**config.mk**
```make
export PLATFORM = sky130hd
export DESIGN_NAME = dma_chan
export DESIGN_NICKNAME = d
export VERILOG_FILES = /design/src/rtl/dma_chan.sv
export SDC_FILE = /design/constraint.sdc
export NUM_CORES = 1
export LEC_CHECK = 0
export BUFFER_PORTS_ARGS = -buffer_cell sky130_fd_sc_hd__buf_2
export CAP_MARGIN = 40
export CORE_MARGIN = 8
export CORE_UTILIZATION = 50
export DETAILED_ROUTE_END_ITERATION = 10
export GPL_ROUTABILITY_DRIVEN = 0
export PLACE_DENSITY = 0.75
export SYNTH_ARGS = -nofsm -noshare
export SYNTH_HDL_FRONTEND = slang
export SYNTH_SLANG_ARGS = --single-unit
```
**constraint.sdc**
```tcl
create_clock -name clk -period 5.5 [get_ports clk]
set_input_delay 1.1 -clock clk [delete_from_list [all_inputs] [get_ports clk]]
set_output_delay 1.1 -clock clk [all_outputs]
set_load 0.02 [all_outputs]
```
**src/rtl/dma_chan.sv**
```systemverilog
module dma_chan (
  input  logic        clk,
  input  logic        rst_n,
  input  logic        reg_we,
  input  logic [2:0]  reg_addr,
  input  logic [31:0] reg_wdata,
  output logic [31:0] reg_rdata,
  input  logic [31:0] dreq,
  output logic        per_req,
  output logic        per_we,
  output logic [31:0] per_addr,
  output logic [31:0] per_wdata,
  input  logic [31:0] per_rdata,
  input  logic        per_ack,
  output logic        mem_req,
  output logic        mem_we,
  output logic [31:0] mem_addr,
  output logic [31:0] mem_wdata,
  input  logic [31:0] mem_rdata,
  input  logic        mem_ack,
  output logic        irq
);

  localparam int CW = 14;
  localparam int PW = 30;
  localparam int BW = 3;
  localparam logic [2:0] A_GEN = 3'd0, A_CTL = 3'd1, A_STA = 3'd2,
                         A_PPTR = 3'd3, A_MPTR = 3'd4, A_SEQ = 3'd5;

  typedef enum logic [1:0] {P_IDLE, P_RD, P_WR} phase_t;

  phase_t          phase;
  logic            run, en, oneshot, ie, to_mem, flow, dbl, eoc, half;
  logic [4:0]      sel;
  logic [CW-1:0]   cnt, rem, mem_off;
  logic [1:0]      burst;
  logic [2:0]      wrap;
  logic [PW-1:0]   per_base, mem_base, per_cur, mem_start;
  logic [BW-1:0]   blft;
  logic [31:0]     data_q;

  logic wr_gen, wr_ctl, wr_sta, wr_pp, wr_mp, wr_seq;
  assign wr_gen = reg_we && reg_addr == A_GEN;
  assign wr_ctl = reg_we && reg_addr == A_CTL;
  assign wr_sta = reg_we && reg_addr == A_STA;
  assign wr_pp  = reg_we && reg_addr == A_PPTR;
  assign wr_mp  = reg_we && reg_addr == A_MPTR;
  assign wr_seq = reg_we && reg_addr == A_SEQ;

  logic          gate, src_ack, dst_ack, done, last, start, en_nxt, busy;
  logic [BW-1:0] blen_m1;
  logic [CW-1:0] wrap_len, off_inc, off_nxt;
  logic [PW-1:0] mem_cur;
  logic [31:0]   src_data;

  assign gate     = !flow || dreq[sel];
  assign blen_m1  = (burst == 2'd1) ? BW'(3) : (burst == 2'd2) ? BW'(7) : BW'(0);
  assign wrap_len = CW'(16) << wrap;
  assign off_inc  = mem_off + CW'(1);
  assign off_nxt  = (wrap != 3'd0 && off_inc == wrap_len) ? '0 : off_inc;
  assign mem_cur  = mem_start + PW'(mem_off);
  assign src_ack  = to_mem ? per_ack : mem_ack;
  assign dst_ack  = to_mem ? mem_ack : per_ack;
  assign src_data = to_mem ? per_rdata : mem_rdata;
  assign done     = phase == P_WR && dst_ack;
  assign last     = rem == '0;
  assign start    = wr_ctl && reg_wdata[31] && !en;
  assign busy     = en || phase != P_IDLE;

  always_comb begin
    en_nxt = wr_ctl ? reg_wdata[31] : en;
    if (done && last && oneshot) en_nxt = 1'b0;
  end

  always_ff @(posedge clk or negedge rst_n) begin
    if (!rst_n) begin
      phase <= P_IDLE;
      run <= 1'b0; en <= 1'b0; oneshot <= 1'b0; ie <= 1'b0;
      to_mem <= 1'b0; flow <= 1'b0; dbl <= 1'b0; eoc <= 1'b0; half <= 1'b0;
      sel <= '0; cnt <= '0; rem <= '0; mem_off <= '0;
      burst <= '0; wrap <= '0; blft <= '0; data_q <= '0;
      per_base <= '0; mem_base <= '0; per_cur <= '0; mem_start <= '0;
    end else begin
      if (wr_gen) run <= reg_wdata[31];
      if (wr_ctl) begin
        oneshot <= reg_wdata[30];
        ie      <= reg_wdata[29];
        to_mem  <= reg_wdata[28];
        flow    <= reg_wdata[21];
        sel     <= reg_wdata[20:16];
        cnt     <= reg_wdata[15:2];
      end
      en <= en_nxt;
      if (wr_seq) begin
        burst <= reg_wdata[1:0];
        dbl   <= reg_wdata[2];
        wrap  <= reg_wdata[18:16];
      end
      if (wr_pp) per_base <= reg_wdata[31:2];
      if (wr_mp) mem_base <= reg_wdata[31:2];

      if (done && last) eoc <= 1'b1;
      else if (wr_sta && reg_wdata[30]) eoc <= 1'b0;

      case (phase)
        P_IDLE: if (en && run && gate) begin
          phase <= P_RD;
          blft  <= blen_m1;
        end
        P_RD: if (src_ack) begin
          data_q <= src_data;
          phase  <= P_WR;
        end
        P_WR: if (dst_ack) begin
          if (blft != '0 && !last && en_nxt && run) begin
            phase <= P_RD;
            blft  <= blft - BW'(1);
          end else begin
            phase <= P_IDLE;
          end
        end
        default: phase <= P_IDLE;
      endcase

      if (start) begin
        per_cur   <= per_base;
        mem_start <= mem_base;
        mem_off   <= '0;
        rem       <= reg_wdata[15:2];
        half      <= 1'b0;
      end else if (done) begin
        per_cur <= per_cur + PW'(1);
        mem_off <= off_nxt;
        if (!last) begin
          rem <= rem - CW'(1);
        end else if (!oneshot) begin
          rem <= cnt;
          if (dbl && !half) begin
            half <= 1'b1;
          end else begin
            half      <= 1'b0;
            per_cur   <= per_base;
            mem_start <= mem_base;
            mem_off   <= '0;
          end
        end
      end
    end
  end

  always_comb begin
    case (reg_addr)
      A_GEN:   reg_rdata = {run, 31'd0};
      A_CTL:   reg_rdata = {en, oneshot, ie, to_mem, 6'd0, flow, sel, cnt, 2'b00};
      A_STA:   reg_rdata = {busy, eoc, 14'd0, rem, 2'b00};
      A_PPTR:  reg_rdata = {per_base, 2'b00};
      A_MPTR:  reg_rdata = {mem_base, 2'b00};
      A_SEQ:   reg_rdata = {13'd0, wrap, 13'd0, dbl, burst};
      default: reg_rdata = '0;
    endcase
  end

  assign per_req   = (phase == P_RD && to_mem) || (phase == P_WR && !to_mem);
  assign per_we    = phase == P_WR && !to_mem;
  assign mem_req   = (phase == P_RD && !to_mem) || (phase == P_WR && to_mem);
  assign mem_we    = phase == P_WR && to_mem;
  assign per_addr  = {per_cur, 2'b00};
  assign mem_addr  = {mem_cur, 2'b00};
  assign per_wdata = data_q;
  assign mem_wdata = data_q;
  assign irq       = eoc && ie;

  assert_one_side_R2: assert property (@(posedge clk) disable iff (!rst_n)
    !(per_req && mem_req));

  assert_eoc_clear_by_write_R4: assert property (@(posedge clk) disable iff (!rst_n)
    $fell(eoc) |-> $past(reg_we && reg_addr == A_STA && reg_wdata[30]));

  assert_paused_no_start_R6: assert property (@(posedge clk) disable iff (!rst_n)
    (!run && phase == P_IDLE) |=> phase == P_IDLE);

  assert_paused_count_frozen_R6: assert property (@(posedge clk) disable iff (!rst_n)
    (!run && phase == P_IDLE && !reg_we) |=> $stable(rem));

  assert_flow_gate_R7: assert property (@(posedge clk) disable iff (!rst_n)
    (phase == P_RD && $past(phase == P_IDLE)) |-> $past(!flow || dreq[sel]));

  assert_enable_drop_R12: assert property (@(posedge clk) disable iff (!rst_n)
    $fell(en) |-> $past((reg_we && reg_addr == A_CTL && !reg_wdata[31]) ||
                        (oneshot && rem == '0)));

endmodule

```
Word level (Yosys, flattened, before mapping)
Index checks and enable logic that the tools add are counted.
{ "word_totals": {"wordCells": 141, "ff_bits": 218, "out_inout_bits": 165, "inputBits": 136} }
{ "classes": {"add_sub_neg": 5, "n_eq_ne": 17, "n_shift": 1, "magnitude_cmp": 1, "muxes": 46, "n_reduce_logical": 49} }
{ "op_table": {"columns": ["cell", "n"], "rows": [
  ["2-to-1 mux 30 bit", 10],
  ["one-hot mux 32 bit (6 select lines)", 1],
  ["2-to-1 mux 14 bit", 10],
  ["2-to-1 mux 32 bit", 1],
  ["adder 30 x 1 -> 30 bit, second input constant", 1],
  ["adder 30 x 14 -> 30 bit", 1],
  ["logical AND 1 bit", 24],
  ["2-to-1 mux 3 bit", 5],
  ["adder 14 x 1 -> 14 bit, second input constant", 1],
  ["equality test 14 bit", 1],
  ["zero test 14 bit", 1],
  ["<< shifter 5 x 3 -> 14 bit, first input constant", 1],
  ["subtractor 14 x 1 -> 14 bit, second input constant", 1],
  ["2-to-1 mux 1 bit", 13],
  ["!= test 2 bit, second input constant", 5],
  ["nonzero test 2 bit", 5],
  ["AND reduction 4 bit", 2],
  ["equality test 3 x 2 -> 1 bit, second input constant", 2],
  ["equality test 3 bit, second input constant", 2],
  ["< comparator 5 x 6 -> 1 bit, second input constant", 1],
  ["2-to-1 mux 2 bit", 3],
  ["one-hot mux 2 bit (3 select lines)", 1],
  ["one-hot mux 3 bit (2 select lines)", 1],
  ["AND reduction 3 bit", 2],
  ["13 further kinds", 24]
]} }

Logic depth before layout (Yosys ltp)
Gate-level depths: netlist of run 1.
{ "depth": {"ltp_word": 10, "ltp_mapped": 12, "depth_no_buf": 11} }

Worst setup path after synthesis of run 1
Ideal clock, no wire load.
{ "synth_timing": {"path_type": "register to output", "startpoint": "reg mem_off[0]", "endpoint": "out mem_addr[24]", "t_required_ns": 4.400, "slack_ns": 1.764, "stages_incl_launch_ff": 12, "arrival_time_ns": 2.636, "n_path_buf": 0, "cell_sequence": "dfrtp_1 > ha_1 > inv_1 > fa_1 > nor2b_1 > o21a_1 > o21ai_0 > a31oi_1 > a31oi_1 > nor2_1 > nand4_1 > xnor2_1"} }
{ "synth_via": {"elab_chain_cells": 1} }
{ "synth_lines": {"columns": ["item", "line_no", "text"], "rows": [
  ["start: declaration", "35", "logic [CW-1:0] cnt, rem, mem_off;"],
  ["start signal: assignment", "133", "mem_off <= off_nxt;"],
  ["adder 30 x 14 -> 30 bit", "61", "assign mem_cur = mem_start + PW'(mem_off);"],
  ["end: declaration", "17", "output logic [31:0] mem_addr,"]
]} }
Every way passes these cells.

Final worst setup path of run 1
Ends and elaborated chain as after synthesis.

==> impl_metrics.env, run 1 <==
export IMPL_port_buffers=296
export IMPL_synthCells=1330
export IMPL_crit_path_start_kind="register"
export IMPL_drtIter0Drc=1212
export IMPL_worstHoldStart="mem_start[2]"
export IMPL_placed_area_sq_um=14200
export IMPL_die_y_um=175
export IMPL_worst_slack_ns=0.783
export IMPL_setup_viol=0
export IMPL_synth_enable_flop_cells=0
export IMPL_finClkSkew_ns=0.0109
export IMPL_rsz0062_at_grt="no"
export IMPL_synth_seq_cells=218
export IMPL_area_delta_synth_final_pct=18.1
export IMPL_clock_sinks=218
export IMPL_r2r_end="per_cur[12]"
export IMPL_cts_resized=0
export IMPL_utilization_pct=59.7
export IMPL_critPathKind="register to primary output"
export IMPL_arrival_ns=3.62
export IMPL_final_max_slew_viol_count=0
export IMPL_cts_hold_buf=0
export IMPL_core_area_sq_um=25000
export IMPL_synth_distinct_cells=73
export IMPL_finalWirelength_um=40300
export IMPL_whs_endpoint="mem_start[2]"
export IMPL_maxSlewHeadroom_pct=39.9
export IMPL_place_hpwl_um=30300
export IMPL_stdcell_count=1903
export IMPL_syn_avg_cell_area_sq_um=9.51
export IMPL_clkLatencyLatePin_ns=0.51
export IMPL_remaining_drc_errors=0
export IMPL_vias=11400
export IMPL_yosys_most_used_dff="dfrtp_1"
export IMPL_fin_hold_ws_ns=0.469
export IMPL_r2r_start="rem[7]"
export IMPL_cp_end_kind="primary output"
export IMPL_rows=58
export IMPL_dp_cells=1859
export IMPL_yosys_warnings=0
export IMPL_fin_crit_sh_pct=85.8
export IMPL_hold_viol=0
export IMPL_initial_core_util_pct=50.5
export IMPL_p_leak_nw=7.00
export IMPL_drive_gt1_share_pct=30.4
export IMPL_cts_made_buffers=24
export IMPL_post_cts_setup_buffer_count=0
export IMPL_crit_required_ns=4.40
export IMPL_antenna_found_initial=3
export IMPL_routed_via_density=5.97
export IMPL_dr_pass1_iters=5
export IMPL_whs_path_depth=2
export IMPL_grt_total_usage_pct=25.4
export IMPL_async_flop_share_pct=100
export IMPL_overflow=0
export IMPL_yosys_area_top_type="dfrtp_1"
export IMPL_powerDensity_nw_per_um2=446
export IMPL_status="finished clean"
export IMPL_clk_pin_slew_ns=0.06
export IMPL_r2r_cells=11
export IMPL_yosysTopAreaCellShare_pct=43.1
export IMPL_tightest_slew_ns=0.902
export IMPL_stdcell_area_sq_um=14900
export IMPL_io_pins=301
export IMPL_tns_ns=0
export IMPL_cts_root_buffer="clkbuf_16"
export IMPL_fin_nets=1713
export IMPL_die_area_sq_um=30600
export IMPL_clock_fmax_ghz=0.212
export IMPL_route_antenna_remaining_nets=0
export IMPL_ir_drop_v=0.000468
export IMPL_drv_cap=0
export IMPL_dp_slack_ns=1.34
export IMPL_clk_path_buf_depth=3
export IMPL_ys_top_cells_by_area="dfrtp_1, mux2_2, mux2i_1"
export IMPL_cts_max_level=1
export IMPL_grt_max_degree=78
export IMPL_fin_crit_ns=4.72
export IMPL_grt_pass1_vias=11400
export IMPL_cts_tree="done"
export IMPL_grt_first_pass_wirelength_um=63300
export IMPL_fin_total_pwr_mw=6.66
export IMPL_synth_seq_area_share_pct=43.1
export IMPL_reg2reg_slack_ns=1.83
export IMPL_path_max_fanout=8
export IMPL_wl_per_cell_um=21.2
export IMPL_hold_class="register to register"
export IMPL_die_w_um=175
export IMPL_syn_cell_area_sq_um=12600
## Yosys cell counts, drive strengths merged, types with 7 or more instances
cell,instances
mux2i,66
clkbuf,63
nor3b,7
a31oi,16
nor2,111
a21oi,100
xnor2,41
a22o,9
nor4,9
a211oi,17
nor3,18
nand4,17
ha,21
o21ai,71
a21o,7
a22oi,18
and2,7
nor2b,13
and3,17
nand2b,9
mux2,96
o22ai,19
dfrtp,218
nand3,38
mux4,8
nand2,163
buf,60
inv,16
xor2,8
## critical path: stages, from the launching register on
cell and delay [ns]:
dfrtp_1 0.46, ha_1 0.21, inv_1 0.06, fa_1 0.40
nor2b_1 0.13, o21a_1 0.13, o21ai_0 0.11, a31oi_1 0.33
a31oi_1 0.13, nor2_1 0.60, nand4_1 0.20, xnor2_1 0.17
buf_2 0.18
## registers in the layout (all words and copies together), names as in the netlist, 2 cells and up
name and cells:
burst 2, mem_wdata 32, phase 2, blft 3, wrap 3, per_cur 30
mem_base 30, cnt 14, mem_start 30, sel 5, per_base 30, rem 14
mem_off 14
## how the worst max path moves through the flow
stage | start | end | slack, ns
4_1_cts | mem_off[0] | mem_addr[24] | 0.78
2_1_floorplan | mem_off[0] | mem_addr[24] | 1.76
6_report | mem_off[0] | mem_addr[24] | 0.78
3_5_place_dp | mem_off[0] | mem_addr[24] | 1.34
5_1_grt | mem_off[0] | mem_addr[26] | 0.54
3_3_place_gp | mem_off[5] | mem_addr[27] | 1.35
## power by group
part	internal (mW)	switching, mW	total [mW]
clock network	0.943	0.652	1.60
registers	2.06	0.586	2.64
logic	0.964	1.46	2.42
total	3.97	2.70	6.66
## layer usage
| layer | global-route usage (%) | wire length (um) |
|---|---|---|
| met4 | 8.65 | 1180 |
| met5 | 0 | 25 |
| met1 | 33.6 | 16500 |
| met2 | 41.4 | 19200 |
| met3 | 4.64 | 3430 |
## layout make-up
type	count	area (sq um)
multi-input cells	976	6530
clock buffers	34	709
diodes	1	2.50
fillers	2177	10100
repair buffers	319	1690
inverters	16	60.1
flip-flops and latches	218	5460
well taps	330	413
clock inverters	9	73.8
## cells in the final DEF (no fill, tap or decap), types with 7 or more instances in the layout
cell type  instances
a211oi_1          17
a21o_1             7
a21oi_1           99
a22o_1             9
a22oi_1           18
a31oi_1           16
and2_1             7
and3_1            16
buf_2            295
buf_4             21
clkbuf_16         25
clkinv_2           7
dfrtp_1          217
ha_1              21
inv_1             16
mux2_2            96
mux2i_1           66
mux4_2             8
nand2_1          162
nand2b_1           9
nand3_1           38
nand4_1           17
nor2_1           109
nor2b_1           12
nor3_1            18
nor3b_1            7
nor4_1             9
o21ai_0           66
o22ai_1           19
xnor2_1           41
xor2_1             8
## kinds of logic (layout without fill, tap and decap cells)
family / Yosys count / count (layout) / share of synthesized area (%)
and+or+nand+nor: 434 / 434 / 16.0
buffers and inverters: 139 / 378 / 5.56
xor gates and xnor gates: 49 / 49 / 3.39
muxes: 170 / 170 / 15.2
other: 1 / 5 / 0.0297
adders and majority gates: 22 / 22 / 2.24
DFF: 218 / 218 / 43.1
AOI/OAI and AO/OA: 297 / 297 / 14.4
No activity file was read; power rests on OpenSTA's default activity.
==> run 2, diff against run 1 <==
- PLACE_DENSITY: 0.75 -> 0.84
==> impl_metrics.env, run 2 (synthesized netlist as in run 1, its figures left out) <==
export IMPL_core_area_sq_um=25000
export IMPL_clkLatencyLatePin_ns=0.51
export IMPL_tightest_slew_ns=0.941
export IMPL_cts_made_buffers=23
export IMPL_routed_via_density=6.05
export IMPL_hold_viol=0
export IMPL_ir_drop_v=0.000322
export IMPL_remaining_drc_errors=0
export IMPL_area_delta_synth_final_pct=17.5
export IMPL_overflow=0
export IMPL_utilization_pct=59.3
export IMPL_cp_end_kind="primary output"
export IMPL_tns_ns=0
export IMPL_crit_required_ns=4.40
export IMPL_post_cts_setup_buffer_count=0
export IMPL_arrival_ns=3.75
export IMPL_clock_sinks=218
export IMPL_cts_max_level=1
export IMPL_path_max_fanout=8
export IMPL_rsz0062_at_grt="no"
export IMPL_cts_hold_buf=0
export IMPL_initial_core_util_pct=50.5
export IMPL_fin_crit_ns=4.85
export IMPL_critPathKind="register to primary output"
export IMPL_hold_class="register to register"
export IMPL_place_hpwl_um=30400
export IMPL_clock_fmax_ghz=0.206
export IMPL_finalWirelength_um=40400
export IMPL_grt_pass1_vias=11500
export IMPL_finClkSkew_ns=0.0144
export IMPL_rows=58
export IMPL_p_leak_nw=6.95
export IMPL_powerDensity_nw_per_um2=445
export IMPL_dr_pass1_iters=5
export IMPL_maxSlewHeadroom_pct=36.8
export IMPL_layout_commonest_cell="buf_2"
export IMPL_fin_hold_ws_ns=0.505
export IMPL_antenna_found_initial=5
export IMPL_stdcell_count=1893
export IMPL_setup_viol=0
export IMPL_status="finished clean"
export IMPL_grt_first_pass_wirelength_um=63400
export IMPL_cts_root_buffer="clkbuf_16"
export IMPL_port_buffers=296
export IMPL_cts_tree="done"
export IMPL_grt_max_degree=114
export IMPL_drv_cap=0
export IMPL_clk_path_buf_depth=3
export IMPL_crit_path_start_kind="register"
export IMPL_drtIter0Drc=1085
export IMPL_final_max_slew_viol_count=0
export IMPL_route_antenna_remaining_nets=0
export IMPL_dp_cells=1855
export IMPL_grt_total_usage_pct=25.5
export IMPL_nFillCells=2112
export IMPL_clk_pin_slew_ns=0.06
export IMPL_fin_crit_sh_pct=88.2
export IMPL_largest_register_ffs=32
export IMPL_die_area_sq_um=30600
export IMPL_die_w_um=175
export IMPL_wl_per_cell_um=21.4
export IMPL_fin_nets=1708
export IMPL_vias=11400
export IMPL_fin_total_pwr_mw=6.60
export IMPL_io_pins=301
export IMPL_die_y_um=175
export IMPL_most_common_layout_cells="buf_2, dfrtp_1, nand2_1, nor2_1, a21oi_1"
export IMPL_cts_resized=0
export IMPL_drive_gt1_share_pct=30.0
==> run 2: changes by cell type in the layout (fill, tap and decap cells not counted) <==
cell / previous run / this run
clkinv_4: 1 / 0
clkbuf_16: 25 / 23
nor2_2: 1 / 2
clkinv_2: 7 / 4
buf_12: 0 / 3
buf_16: 1 / 0
clkbuf_8: 6 / 5
nor2_4: 1 / 0
buf_8: 1 / 0
bufinv_16: 1 / 2
buf_4: 21 / 16
==> run 2: where the power goes <==
group	internal, mW	leakage (nW)	total [mW]	switching, mW
Combinational	0.967	3.89	2.44	1.47
Sequential	2.06	2.69	2.64	0.584
Clock	0.908	0.361	1.52	0.614
==> run 2: metrics by stage <==
step	setup WS (ns)	instance area, sq um
5_1_grt	0.336	14900
6_report	0.650	14900
3_3_place_gp	1.32	14100
3_5_place_dp	1.18	14100
4_1_cts	0.656	14900
2_1_floorplan	1.76	12700
==> run 2: area by class of cell <==
class	count	area (sq um)	area share (%)
antenna	1	2.50	0.0168
inverter	16	60.1	0.404
timing repair buffer	315	1670	11.2
multi-input combinational	976	6530	43.9
clock inverter	6	80.1	0.539
clock buffer	31	646	4.35
sequential	218	5460	36.7
tap	330	413	2.78
==> run 2: path summary, 6_finish.rpt <==
kind,depth (start not counted),slack (ns),startpoint,endpoint
hold reg to reg,1,0.50,half,half
setup reg to reg,9,1.69,rem[7],per_cur[12]
setup / recovery,12,0.65,mem_off[0],mem_addr[24]
min in group asynchronous,1,0.70,rst_n,mem_wdata[28]
hold / removal,1,0.50,half,half
max in group asynchronous,2,3.67,rst_n,mem_start[22]
==> run 2: critical path, cell delays in order (launching register included) <==
cell	delay, ns
dfrtp_1	0.48
ha_1	0.23
inv_1	0.06
fa_1	0.40
nor2b_1	0.16
o21a_1	0.16
o21ai_0	0.12
a31oi_1	0.35
a31oi_1	0.14
nor2_1	0.55
nand4_1	0.20
xnor2_1	0.19
buf_2	0.20
==> run 2: per-layer routing <==
metal,GRT usage [%],up-vias,part of all wire [%]
li1,-,5172,-
met1,31.4,5545,39
met2,43.5,612,49
met3,4.77,112,8.3
met4,10.0,8,3.8
met5,0,-,0.11
